==> src/rtl/dmx_tx_pkg.sv <==
package dmx_tx_pkg;
  typedef enum logic [1:0] {
    PH_IDLE  = 2'd0,
    PH_BREAK = 2'd1,
    PH_MARK  = 2'd2,
    PH_SLOTS = 2'd3
  } phase_t;
endpackage

==> src/rtl/dmx_chan_buf.sv <==
module dmx_chan_buf #(
  parameter int NUM_CHAN = 32,
  parameter int DATA_W   = 8,
  localparam int AW      = $clog2(NUM_CHAN)
) (
  input  logic              clk,
  input  logic              rst_n,
  input  logic              we,
  input  logic [AW-1:0]     waddr,
  input  logic [DATA_W-1:0] wdata,
  input  logic [AW-1:0]     raddr,
  output logic [DATA_W-1:0] rdata
);
  logic [DATA_W-1:0] entry [NUM_CHAN];

  for (genvar i = 0; i < NUM_CHAN; i++) begin : g_entry
    always_ff @(posedge clk) begin
      if (!rst_n)
        entry[i] <= '0;
      else if (we && waddr == AW'(i))
        entry[i] <= wdata;
    end
  end

  assign rdata = entry[raddr];
endmodule

==> src/rtl/dmx_byte_shifter.sv <==
module dmx_byte_shifter #(
  parameter int BIT_CYCLES = 64,
  parameter int DATA_W     = 8,
  parameter int STOP_BITS  = 2,
  localparam int FRAME_W   = 1 + DATA_W + STOP_BITS,
  localparam int BC_W      = $clog2(BIT_CYCLES),
  localparam int IDX_W     = $clog2(FRAME_W)
) (
  input  logic              clk,
  input  logic              rst_n,
  input  logic              ld_valid,
  input  logic [DATA_W-1:0] ld_data,
  output logic              ld_ready,
  output logic              active,
  output logic              line
);
  logic [FRAME_W-1:0] shreg;
  logic [BC_W-1:0]    bit_cnt;
  logic [IDX_W-1:0]   bit_idx;
  logic               bit_end;
  logic               frame_end;

  assign bit_end   = active && (bit_cnt == BC_W'(BIT_CYCLES - 1));
  assign frame_end = bit_end && (bit_idx == IDX_W'(FRAME_W - 1));
  assign ld_ready  = !active || frame_end;
  assign line      = active ? shreg[0] : 1'b1;

  always_ff @(posedge clk) begin
    if (!rst_n) begin
      active  <= 1'b0;
      shreg   <= '1;
      bit_cnt <= '0;
      bit_idx <= '0;
    end else if (ld_valid && ld_ready) begin
      active  <= 1'b1;
      shreg   <= {{STOP_BITS{1'b1}}, ld_data, 1'b0};
      bit_cnt <= '0;
      bit_idx <= '0;
    end else if (active) begin
      if (bit_end) begin
        bit_cnt <= '0;
        if (frame_end) begin
          active <= 1'b0;
        end else begin
          bit_idx <= bit_idx + 1'b1;
          shreg   <= {1'b1, shreg[FRAME_W-1:1]};
        end
      end else begin
        bit_cnt <= bit_cnt + 1'b1;
      end
    end
  end

  AST_STOP_HIGH: assert property (@(posedge clk) disable iff (!rst_n)
    (active && bit_idx >= IDX_W'(1 + DATA_W)) |-> line);

  AST_SHIFT_HOLD: assert property (@(posedge clk) disable iff (!rst_n)
    (active && !bit_end) |=> $stable(shreg));
endmodule

==> src/rtl/dmx_sequencer.sv <==
module dmx_sequencer
  import dmx_tx_pkg::*;
#(
  parameter int BREAK_CYCLES = 1408,
  parameter int MAB_CYCLES   = 128,
  parameter int NUM_CHAN     = 32,
  parameter int NUM_SLOTS    = 258,
  parameter int DATA_W       = 8,
  localparam int AW          = $clog2(NUM_CHAN),
  localparam int CNT_MAX     = (BREAK_CYCLES > MAB_CYCLES) ? BREAK_CYCLES : MAB_CYCLES,
  localparam int CNT_W       = $clog2(CNT_MAX),
  localparam int SL_W        = $clog2(NUM_SLOTS + 1)
) (
  input  logic              clk,
  input  logic              rst_n,
  input  logic              start,
  output logic              busy,
  output logic              done,
  output logic [AW-1:0]     rd_addr,
  input  logic [DATA_W-1:0] rd_data,
  output logic              ld_valid,
  output logic [DATA_W-1:0] ld_data,
  input  logic              ld_ready,
  input  logic              sh_active,
  output logic              frc_en,
  output logic              frc_val
);
  phase_t          phase;
  logic [CNT_W-1:0] cnt;
  logic [SL_W-1:0]  slot;
  logic             brk_last;
  logic             mab_last;
  logic             all_loaded;

  assign brk_last   = (phase == PH_BREAK) && (cnt == CNT_W'(BREAK_CYCLES - 1));
  assign mab_last   = (phase == PH_MARK)  && (cnt == CNT_W'(MAB_CYCLES - 1));
  assign all_loaded = (slot == SL_W'(NUM_SLOTS));
  assign ld_valid   = mab_last || ((phase == PH_SLOTS) && !all_loaded);
  assign rd_addr    = slot[AW-1:0];
  assign ld_data    = (slot < SL_W'(NUM_CHAN)) ? rd_data : '0;
  assign done       = (phase == PH_SLOTS) && all_loaded && !sh_active;
  assign busy       = (phase != PH_IDLE);
  assign frc_en     = (phase == PH_BREAK) || (phase == PH_MARK);
  assign frc_val    = (phase == PH_MARK);

  always_ff @(posedge clk) begin
    if (!rst_n) begin
      phase <= PH_IDLE;
      cnt   <= '0;
      slot  <= '0;
    end else begin
      case (phase)
        PH_IDLE: if (start) begin
          phase <= PH_BREAK;
          cnt   <= '0;
          slot  <= '0;
        end
        PH_BREAK: begin
          cnt <= cnt + 1'b1;
          if (brk_last) begin
            phase <= PH_MARK;
            cnt   <= '0;
          end
        end
        PH_MARK: begin
          cnt <= cnt + 1'b1;
          if (mab_last) begin
            phase <= PH_SLOTS;
            cnt   <= '0;
          end
        end
        PH_SLOTS: if (done) phase <= PH_IDLE;
        default: phase <= PH_IDLE;
      endcase
      if (ld_valid && ld_ready)
        slot <= slot + 1'b1;
    end
  end

  AST_START_IGNORED: assert property (@(posedge clk) disable iff (!rst_n)
    (busy && start && !done) |=> busy);

  AST_DONE_PULSE: assert property (@(posedge clk) disable iff (!rst_n)
    done |=> !done);

  AST_SLOT_BOUND: assert property (@(posedge clk) disable iff (!rst_n)
    slot <= SL_W'(NUM_SLOTS));
endmodule

==> src/rtl/dmx_tx.sv <==
module dmx_tx #(
  parameter int BIT_CYCLES   = 64,
  parameter int BREAK_CYCLES = 1408,
  parameter int MAB_CYCLES   = 128,
  parameter int NUM_CHAN     = 32,
  parameter int NUM_SLOTS    = 258,
  localparam int DATA_W      = 8,
  localparam int STOP_BITS   = 2,
  localparam int AW          = $clog2(NUM_CHAN)
) (
  input  logic              clk,
  input  logic              rst_n,
  input  logic              start,
  output logic              busy,
  output logic              done,
  input  logic              wr_valid,
  output logic              wr_ready,
  input  logic [AW-1:0]     wr_addr,
  input  logic [DATA_W-1:0] wr_data,
  output logic              tx
);
  logic [AW-1:0]     rd_addr;
  logic [DATA_W-1:0] rd_data;
  logic              ld_valid;
  logic [DATA_W-1:0] ld_data;
  logic              ld_ready;
  logic              sh_active;
  logic              sh_line;
  logic              frc_en;
  logic              frc_val;

  assign wr_ready = 1'b1;
  assign tx       = frc_en ? frc_val : sh_line;

  dmx_chan_buf #(.NUM_CHAN(NUM_CHAN), .DATA_W(DATA_W)) u_buf (
    .clk(clk), .rst_n(rst_n), .we(wr_valid && wr_ready),
    .waddr(wr_addr), .wdata(wr_data), .raddr(rd_addr), .rdata(rd_data)
  );

  dmx_sequencer #(
    .BREAK_CYCLES(BREAK_CYCLES), .MAB_CYCLES(MAB_CYCLES),
    .NUM_CHAN(NUM_CHAN), .NUM_SLOTS(NUM_SLOTS), .DATA_W(DATA_W)
  ) u_seq (
    .clk(clk), .rst_n(rst_n), .start(start), .busy(busy), .done(done),
    .rd_addr(rd_addr), .rd_data(rd_data), .ld_valid(ld_valid),
    .ld_data(ld_data), .ld_ready(ld_ready), .sh_active(sh_active),
    .frc_en(frc_en), .frc_val(frc_val)
  );

  dmx_byte_shifter #(
    .BIT_CYCLES(BIT_CYCLES), .DATA_W(DATA_W), .STOP_BITS(STOP_BITS)
  ) u_shift (
    .clk(clk), .rst_n(rst_n), .ld_valid(ld_valid), .ld_data(ld_data),
    .ld_ready(ld_ready), .active(sh_active), .line(sh_line)
  );

  AST_DONE_LINE_HIGH: assert property (@(posedge clk) disable iff (!rst_n)
    done |-> tx);
endmodule

==> config.mk <==
export PLATFORM = sky130hd
export DESIGN_NAME = dmx_tx
export DESIGN_NICKNAME = d
export VERILOG_FILES = /design/src/rtl/dmx_tx_pkg.sv /design/src/rtl/dmx_chan_buf.sv /design/src/rtl/dmx_byte_shifter.sv /design/src/rtl/dmx_sequencer.sv /design/src/rtl/dmx_tx.sv
export SDC_FILE = /design/constraint.sdc
export NUM_CORES = 1
export LEC_CHECK = 0
export BUFFER_PORTS_ARGS = -buffer_cell sky130_fd_sc_hd__buf_4
export CAP_MARGIN = 20
export CORE_UTILIZATION = 65
export CTS_BUF_LIST = sky130_fd_sc_hd__clkbuf_4 sky130_fd_sc_hd__clkbuf_8
export DETAILED_ROUTE_END_ITERATION = 8
export GPL_TIMING_DRIVEN = 0
export PLACE_DENSITY = 0.79
export SKIP_CTS_REPAIR_TIMING = 1
export SYNTH_ARGS = -nofsm -noshare
export SYNTH_HDL_FRONTEND = slang
export SYNTH_SLANG_ARGS = --single-unit
==> constraint.sdc <==
create_clock -name clk -period 2.5 [get_ports clk]
set_clock_uncertainty 0.05 [all_clocks]
set_input_delay 0.25 -clock clk [delete_from_list [all_inputs] [get_ports clk]]
set_output_delay 0.25 -clock clk [all_outputs]
set_load 0.02 [all_outputs]
Word-level counts from Yosys, hierarchy flattened
Memory sizes are Yosys's and may differ from the RTL's. A register that Yosys moved wholly into a read port is not among the register bits.
Cells that the tools add are included.
{ "word_totals": {"reg_bits": 42, "latchBits": 0, "mem_bits_rw": 256, "rom_bits": 0, "in_bits": 17, "output_inout_bits": 4, "word_cells": 305, "mem_count": 1} }
{ "classes": {"add_sub_neg": 4, "n_mul": 0, "n_div": 0, "order_cmp": 1, "eq_ne": 44, "shifts": 0, "mux": 155, "n_bitwise": 34, "n_reduce_logical": 59} }
{ "mem_list": {"columns": ["memory", "words", "word_bits", "read_ports", "rd_clocked_by_memory_dff", "write_ports", "line", "source"], "rows": [
  ["u_buf.entry", 32, 8, 1, 1, 32, "dmx_chan_buf.sv:14", "logic [DATA_W-1:0] entry [NUM_CHAN];"]
]} }
{ "ops": {"columns": ["cell", "count"], "rows": [
  ["two-way mux 8 bit", 33],
  ["two-way mux 1 bit", 103],
  ["== test 5 bit, second input constant", 16],
  ["two-way mux 9 bit", 7],
  ["== test 5 x 4 -> 1 bit, second input constant", 8],
  ["logical AND 1 bit", 40],
  ["two-way mux 11 bit", 3],
  ["one-hot mux 11 bit (3 select lines)", 1],
  ["bitwise OR 1 bit", 32],
  ["== test 5 x 3 -> 1 bit, second input constant", 4],
  ["adder 11 x 1 -> 11 bit, second input constant", 1],
  ["== test 11 bit, second input constant", 1],
  ["== test 11 x 7 -> 1 bit, second input constant", 1],
  ["== test 5 x 2 -> 1 bit, second input constant", 2],
  ["two-way mux 5 bit", 2],
  ["nonzero test 2 bit", 5],
  ["adder 9 x 1 -> 9 bit, second input constant", 1],
  ["== test 9 bit, second input constant", 1],
  ["less-than comparator 9 x 6 -> 1 bit, second input constant", 1],
  ["two-way mux 2 bit", 4],
  ["one-hot mux 2 bit (4 select lines)", 1],
  ["adder 6 x 1 -> 6 bit, second input constant", 1],
  ["== test 6 bit, second input constant", 1],
  ["two-way mux 6 bit", 1],
  ["17 further kinds", 27]
]} }

Depth between registers and ports, before layout
Gate-level depths: netlist (run 1).
{ "depth": {"depth_word": 9, "mapped_depth": 8, "depth_no_buf": 7} }

By module
Synthesis (run 1) repeated with hierarchy kept, for this count alone.
{ "unflattened": {"hier_cells": 1022, "area_unflattened_um2": 14382.5} }
{ "by_module_without_submodules": {"columns": ["module", "n_inst", "cells_each", "area_each_um2", "seq_area_each_um2"], "rows": [
  ["dmx_chan_buf", 1, 738, 11873.9, 7687.4],
  ["dmx_sequencer", 1, 178, 1473.9, 440.4],
  ["dmx_byte_shifter", 1, 103, 1008.5, 400.4],
  ["dmx_tx", 1, 3, 26.3, 0.0]
]} }

Worst setup path after synthesis (run 1)
No wires, ideal clock.
{ "synth_timing": {"path_type": "in2reg", "start": "input port wr_addr[0]", "end": "memory u_buf.entry[17][0] (enable)", "setup_ps": 387, "t_arrival_ps": 1623, "required_ps": 2063, "slack_ps": 441, "stages": 4, "n_path_buf": 1, "path_cell_list": "clkbuf_1 > nor2b_1 > nand3_1 > o31ai_1"} }
{ "synth_lines": {"columns": ["item", "line", "source"], "rows": [
  ["start, declared", "dmx_tx.sv:18", "input logic [AW-1:0] wr_addr,"],
  ["end, declared", "dmx_chan_buf.sv:14", null]
]} }

Worst setup path in the final report (run 1)
{ "layout_timing": {"start": "register u_seq.slot[0]", "end": "output port done"} }
{ "layout_between": {"elab_chain_cells": 3} }
{ "layout_rtl": {"columns": ["item", "line", "source"], "rows": [
  ["start, declared", "dmx_sequencer.sv:30", "logic [SL_W-1:0] slot;"],
  ["start signal, assigned", "dmx_sequencer.sv:76", "slot <= slot + 1'b1;"],
  ["== test 9 bit", "dmx_sequencer.sv:37", "assign all_loaded = (slot == SL_W'(NUM_SLOTS));"],
  ["logical AND 1 bit (2 in series)", "dmx_sequencer.sv:41", "assign done = (phase == PH_SLOTS) && all_loaded && !sh_active;"],
  ["end, declared", "dmx_tx.sv:15", "output logic done,"]
]} }
Every way passes these cells.

==> flow_summary.ini, run 1 <==
[worst_setup_path]
critical_path_arrival_ns = 2.16
cp_top_family = simple AND/OR/NAND/NOR gates
criticalPathCategory = flip-flop to output port
path_max_fanout = 4
required_ns = 2.20
worstSetupStartpointType = flip-flop
crit_path_max_incr_delay_ns = 0.47
path_cells = inv_2 -> ha_1 -> or4b_4 -> or2_1 -> nor3b_2 -> buf_4
cp-end-kind = output port
slowest_stage = or4b_4
crit_buf_inv = 2

[yosys]
ys.flop_type = edfxtp_1
muxShareOfSynthArea_pct = 10.8
yosys.area_share.adder_pct = 0.974
yosys_register_bits = 303
synth_compound_area_share_pct = 5.12
synth_fp_nets = 1078
netlist_area_mm2 = 0.0141
synth_edf_count = 256
syn_inst = 1050
yosys_warnings = 0
synth_top_family_by_area = simple AND/OR/NAND/NOR gates
syn_avg_cell_area_um2 = 13.5
yosysSeqAreaShare_pct = 61.1
synth-xor-area-share_pct = 0.868
synthSimpleGateAreaFrac_pct = 18.8
async_flop_share_pct = 0
ys_types = 62

[place]
place_congestion = 0.932
place_hpwl_um = 25400
dp_cells = 1367
place_ws_ns = -0.112
io_buffers = 16

[status]
status = complete, no violations

[clock_tree]
cts_tree = built
cts_buffers = 49
cts_max_level = 2
clock_latency_ns = 0.57
clk_pin_slew_ns = 0.06
cts_buffer_depth = 3
root_buffer = clkbuf_8
clock_sinks = 303

[timing]
slew_violations = 0
hold_slack_ns = 0.00930
hold_viol = 0
setup_slack_ns = 0.0391
relSlewSlack_pct = 32.0
tightest_slew_ns = 1.01
rsz0062_at_grt = true
setup_tns_ns = 0
max_freq_mhz = 406
period_share_pct = 98.4
setup_viol = 0
final.min_clock_period_ns = 2.46

[floorplan]
pin_count = 21
start_util_pct = 66.8
die_y_um = 149
rows = 53
die-area_mm2 = 0.0223
fp.dieW_um = 149
coreArea_mm2 = 0.0212

[routing]
drtAntennaViolNets = 0
vias = 9285
drt_pass1_iterations = 6
post-route-drc-count = 0
wire_per_inst_um = 24.6
wl_met1_um = 13500
vias_per_cell = 6.38
top_layer = met4
wl_met2_um = 17200
wl_met3_um = 3590
wirelength_um = 35800
drtIter0Drc = 1028

[layout]
areaGrowthSynthToFinish_pct = 11.9
diodes = 0
fin_util_pct = 74.7
drive_gt1_share_pct = 18.2
layout.cells.non_filler = 1456
layout.nets = 1177

[global_route]
antenna_found_initial = 0
grt_start_max_net_pins = 12
grt_pass1_vias = 9031
grt_overflow_total = 0
grt_pass1_wl_um = 53300
grt_usage_pct = 33.3

[flow_run]
max-cap-violations = 0

[pwr]
max-vdd-ir-drop_v = 0.000715
p_leak_nw = 5.40
power_density_mw_per_mm2 = 724

[hold_path]
hp-class = input port to flip-flop
==> final timing paths <==
kind                             to  depth (start not counted)              from  slack (ns)
hold reg to reg    u_shift.shreg[0]                          1  u_shift.shreg[0]        0.43
setup / recovery               done                          6     u_seq.slot[0]        0.04
hold / removal    u_buf.entry[0][7]                          2        wr_data[7]       0.009
setup reg to reg   u_shift.shreg[8]                          7         flip-flop        0.06
==> cell usage after synthesis, types with 5 or more instances <==
cell / count / share of area, %
and2_1: 256 / 11
edfxtp_1: 256 / 54
mux4_2: 62 / 9.9
nor2_1: 59 / 1.6
dfxtp_1: 47 / 6.7
clkbuf_1: 43 / 1.1
nand2_1: 41 / 1.1
o21ai_0: 38 / 1.3
nand3_1: 33 / 1.2
o22ai_1: 23 / 1.0
a21oi_1: 12 / 0.43
mux2i_1: 12 / 0.85
ha_1: 11 / 0.97
xor2_1: 11 / 0.68
buf_2: 10 / 0.35
buf_4: 9 / 0.48
inv_1: 9 / 0.24
a31oi_1: 8 / 0.35
nand3b_1: 8 / 0.43
nand4_1: 8 / 0.35
nor2b_1: 8 / 0.35
a221oi_1: 7 / 0.43
or4_1: 7 / 0.37
nand2b_1: 6 / 0.27
nor3_1: 5 / 0.18
or3_1: 5 / 0.22
==> per-stage QoR <==
| stage | power, mW | instance area [um2] |
|---|---|---|
| after floorplan | 6.71 | 14100 |
| after global placement | 7.08 | 14600 |
| after detailed placement | 7.14 | 14800 |
| after CTS | 11.4 | 15700 |
| after global routing | 11.8 | 15800 |
| final | 11.4 | 15800 |
==> power breakdown <==
part	internal [mW]	switching, mW	total (mW)
Sequential	5.75	0.115	5.87
Combinational	0.467	0.723	1.19
Clock	2.46	1.92	4.39
==> worst register-to-register path, cell delays in order (launching register included) <==
cell	delay, ns
dfxtp_1	0.37
clkbuf_1	0.54
buf_1	0.42
nand2_1	0.10
o32ai_1	0.17
nor2_1	0.07
a311oi_1	0.42
o211ai_1	0.16
==> flip-flops by register name (all words and copies together) (netlist names), named ones only <==
signal           cells
u_seq.phase          2
u_seq.slot           9
u_buf.entry        256
u_shift.bit_idx      4
u_shift.bit_cnt      6
u_seq.cnt           11
u_shift.active       1
u_shift.shreg        9
==> cell type report <==
class / count / area (um2)
multi-input cells: 673 / 5180
inverters: 10 / 37.5
flip-flops and latches: 303 / 8630
clock buffers: 68 / 842
plain buffers: 63 / 284
repair buffers: 49 / 350
well taps: 275 / 344
clock inverters: 15 / 138
fillers: 1348 / 5340
==> kinds of logic after synthesis <==
group,after synthesis
buf+inv,74
xor+xnor,14
simple gates,460
flops,303
mux,75
other cells,1
fa+ha+maj,11
compound gates,112
==> metal layers <==
metal	GRT usage (%)	vias up
li1	-	4090
met4	14.4	0
met5	0	-
met1	44.2	4557
met2	53.5	535
met3	7.32	103
==> cells in the final DEF, fill, tap and decap left out, drive strengths merged, types with 6 or more instances in the layout <==
cell / count
clkinv: 13
xor2: 11
o22ai: 23
edfxtp: 256
mux2i: 12
dfxtp: 47
a21oi: 12
and2: 256
clkbuf: 113
inv: 9
o21ai: 39
nand3b: 8
nor3: 6
ha: 11
nand3: 33
buf: 62
nor2b: 8
a221oi: 7
nor2: 59
nand4: 9
mux4: 62
a31oi: 8
nand2: 42
nand2b: 6
or4: 7
(Power assumes the default switching activity.)
==> inputs of run 2 (changes only) <==
--- a/config.mk
+++ b/config.mk
@@ -5,6 +5,7 @@
 export SDC_FILE = /design/constraint.sdc
 export NUM_CORES = 1
 export LEC_CHECK = 0
+export ABC_AREA = 1
 export BUFFER_PORTS_ARGS = -buffer_cell sky130_fd_sc_hd__buf_4
 export CAP_MARGIN = 20
 export CORE_UTILIZATION = 65
==> constraint.sdc (replaced) <==
create_clock -name clk -period 2.9 [get_ports clk]
set_clock_uncertainty 0.05 [all_clocks]
set_input_delay 0.29 -clock clk [delete_from_list [all_inputs] [get_ports clk]]
set_output_delay 0.29 -clock clk [all_outputs]
set_load 0.02 [all_outputs]
==> flow_summary.ini, run 2 <==
[status]
status = complete, no violations

[routing]
post-route-drc-count = 0
vias = 12538
drtIter0Drc = 1928
wirelength_um = 42700
vias_per_cell = 5.94
drt_pass1_iterations = 7
drtAntennaViolNets = 0
wire_per_inst_um = 20.2

[timing]
hold_slack_ns = 0.104
relSlewSlack_pct = 33.6
slew_violations = 0
hold_viol = 0
rsz0062_at_grt = false
final.min_clock_period_ns = 2.46
setup_viol = 0
tightest_slew_ns = 0.989
max_freq_mhz = 406
setup_tns_ns = 0
setup_slack_ns = 0.438
period_share_pct = 84.9

[yosys]
synth.area.top_cells = edfxtp_1 (53%), nand2_1 (13%), nor2_1 (8.2%)
yosysTopAreaCell = edfxtp_1
async_flop_share_pct = 0
syn_avg_cell_area_um2 = 8.56
synthTopCellsByCount = nand2_1 (500), nor2_1 (319), edfxtp_1 (256)
synth-xor-area-share_pct = 0.720
muxShareOfSynthArea_pct = 0
synth_top_family_by_area = simple AND/OR/NAND/NOR gates
netlist_area_mm2 = 0.0146
synth_edf_count = 256
synth_top_area_share_pct = 52.7
yosys.area_share.adder_pct = 0.943
synthSimpleGateAreaFrac_pct = 29.9
yosysSeqAreaShare_pct = 59.1
synth_compound_area_share_pct = 3.06
ys_types = 38
syn_inst = 1706
yosysMostFrequentCell = nand2_1
synth_fp_nets = 1734
ys.flop_type = edfxtp_1
yosys_warnings = 0
yosys_register_bits = 303

[hold_path]
min_from = wr_data[7]
hp-class = input port to flip-flop
hold_depth = 3
min_to = u_buf.entry[1][7]

[pwr]
power_density_mw_per_mm2 = 632
max-vdd-ir-drop_v = 0.000529
p_leak_nw = 6.75
fin_total_pwr_mw = 10.2

[layout]
layout_common_cells = nand2_1 (500), nor2_1 (319), edfxtp_1 (256)
layout.nets = 1820
final_common_cell = nand2_1
diodes = 0
fin_util_pct = 73.6
top_register = u_buf.entry
drive_gt1_share_pct = 8.86
areaGrowthSynthToFinish_pct = 10.4
fin_area_mm2 = 0.0161
largest_reg_flops = 256
layout.cells.non_filler = 2109
fillCellCount = 1727
top_regs = u_buf.entry: 256 flops, u_seq.cnt: 11 flops

[place]
dp_cells = 2020
place_hpwl_um = 30700
place_ws_ns = 0.0858
dpl_cell_area_mm2 = 0.0152
io_buffers = 18
place_congestion = 1.05

[clock_tree]
cts_buffers = 49
clk_pin_slew_ns = 0.07
clock_sinks = 303
cts_max_level = 2
clock_latency_ns = 0.57
cts_tree = built
cts_buffer_depth = 3
root_buffer = clkbuf_8

[global_route]
grt_pass1_wl_um = 64700
grt_overflow_total = 0
grt_start_max_net_pins = 12
antenna_found_initial = 0
grt_pass1_vias = 11824
grt_usage_pct = 37.2

[worst_setup_path]
worstSetupStartpointType = flip-flop
required_ns = 3.35
path_max_fanout = 10
reg2reg_to = u_shift.shreg[1]
critical_path_arrival_ns = 2.91
rr_worst_depth = 11
reg2reg_setup_slack_ns = 0.44
cp-end-kind = flip-flop
criticalPathCategory = flip-flop to flip-flop

[floorplan]
rows = 54
pin_count = 21
start_util_pct = 66.7
fp.dieW_um = 152
die-area_mm2 = 0.0231
coreArea_mm2 = 0.0219
die_y_um = 152

[flow_run]
max-cap-violations = 0
run 2: worst max path at each step:
stage / from / end / slack (ns) / depth (start not counted)
floorplan: wr_valid / u_buf.entry[0][0] / 0.82 / 5
global placement: wr_addr[4] / u_buf.entry[3][5] / -0.09 / 5
detailed placement: wr_addr[4] / u_buf.entry[12][0] / 0.09 / 6
CTS: flip-flop / u_shift.shreg[1] / 0.56 / 11
global route: flip-flop / u_shift.shreg[1] / 0.41 / 11
finish: flip-flop / u_shift.shreg[1] / 0.44 / 11
run 2: power breakdown:
group	internal, mW	switching [mW]	leakage [nW]	total, mW
clock network	1.92	1.66	0.502	3.58
registers	4.98	0.110	2.82	5.09
logic	0.416	1.10	3.43	1.51
total	7.31	2.87	6.75	10.2
run 2: logic make-up after synthesis:
family,after synthesis
compound gates,84
xor+xnor,12
fa+ha+maj,11
buf+inv,228
flops,303
other cells,1
simple gates,1067
run 2: final cells by class:
type	instances	area (um2)	area share [%]
Inverter	132	495	3.07
Sequential cell	303	8630	53.5
Tap cell	280	350	2.17
Clock inverter	15	65.1	0.404
Clock buffer	73	873	5.42
Buffer	96	415	2.58
Timing Repair Buffer	35	225	1.40
Multi-Input combinational cell	1175	5060	31.4
run 2: critical path, cell delays in order (launching register included):
cell and delay [ns]:
dfxtp_1 0.31, buf_2 0.19, buf_2 0.35, clkbuf_1 0.58
nand2_1 0.13, nand3_1 0.18, nand3_1 0.15, nand3_1 0.15
nand3_1 0.12, nand2_1 0.09, nand2_1 0.05, nand2_1 0.05
run 2: layer usage:
metal,global-route usage [%],share of wire [%],wire (um)
met1,51.1,36,15400
met2,55.5,44,18900
met3,9.18,15,6270
met4,18.8,5.1,2170
met5,0,0,0
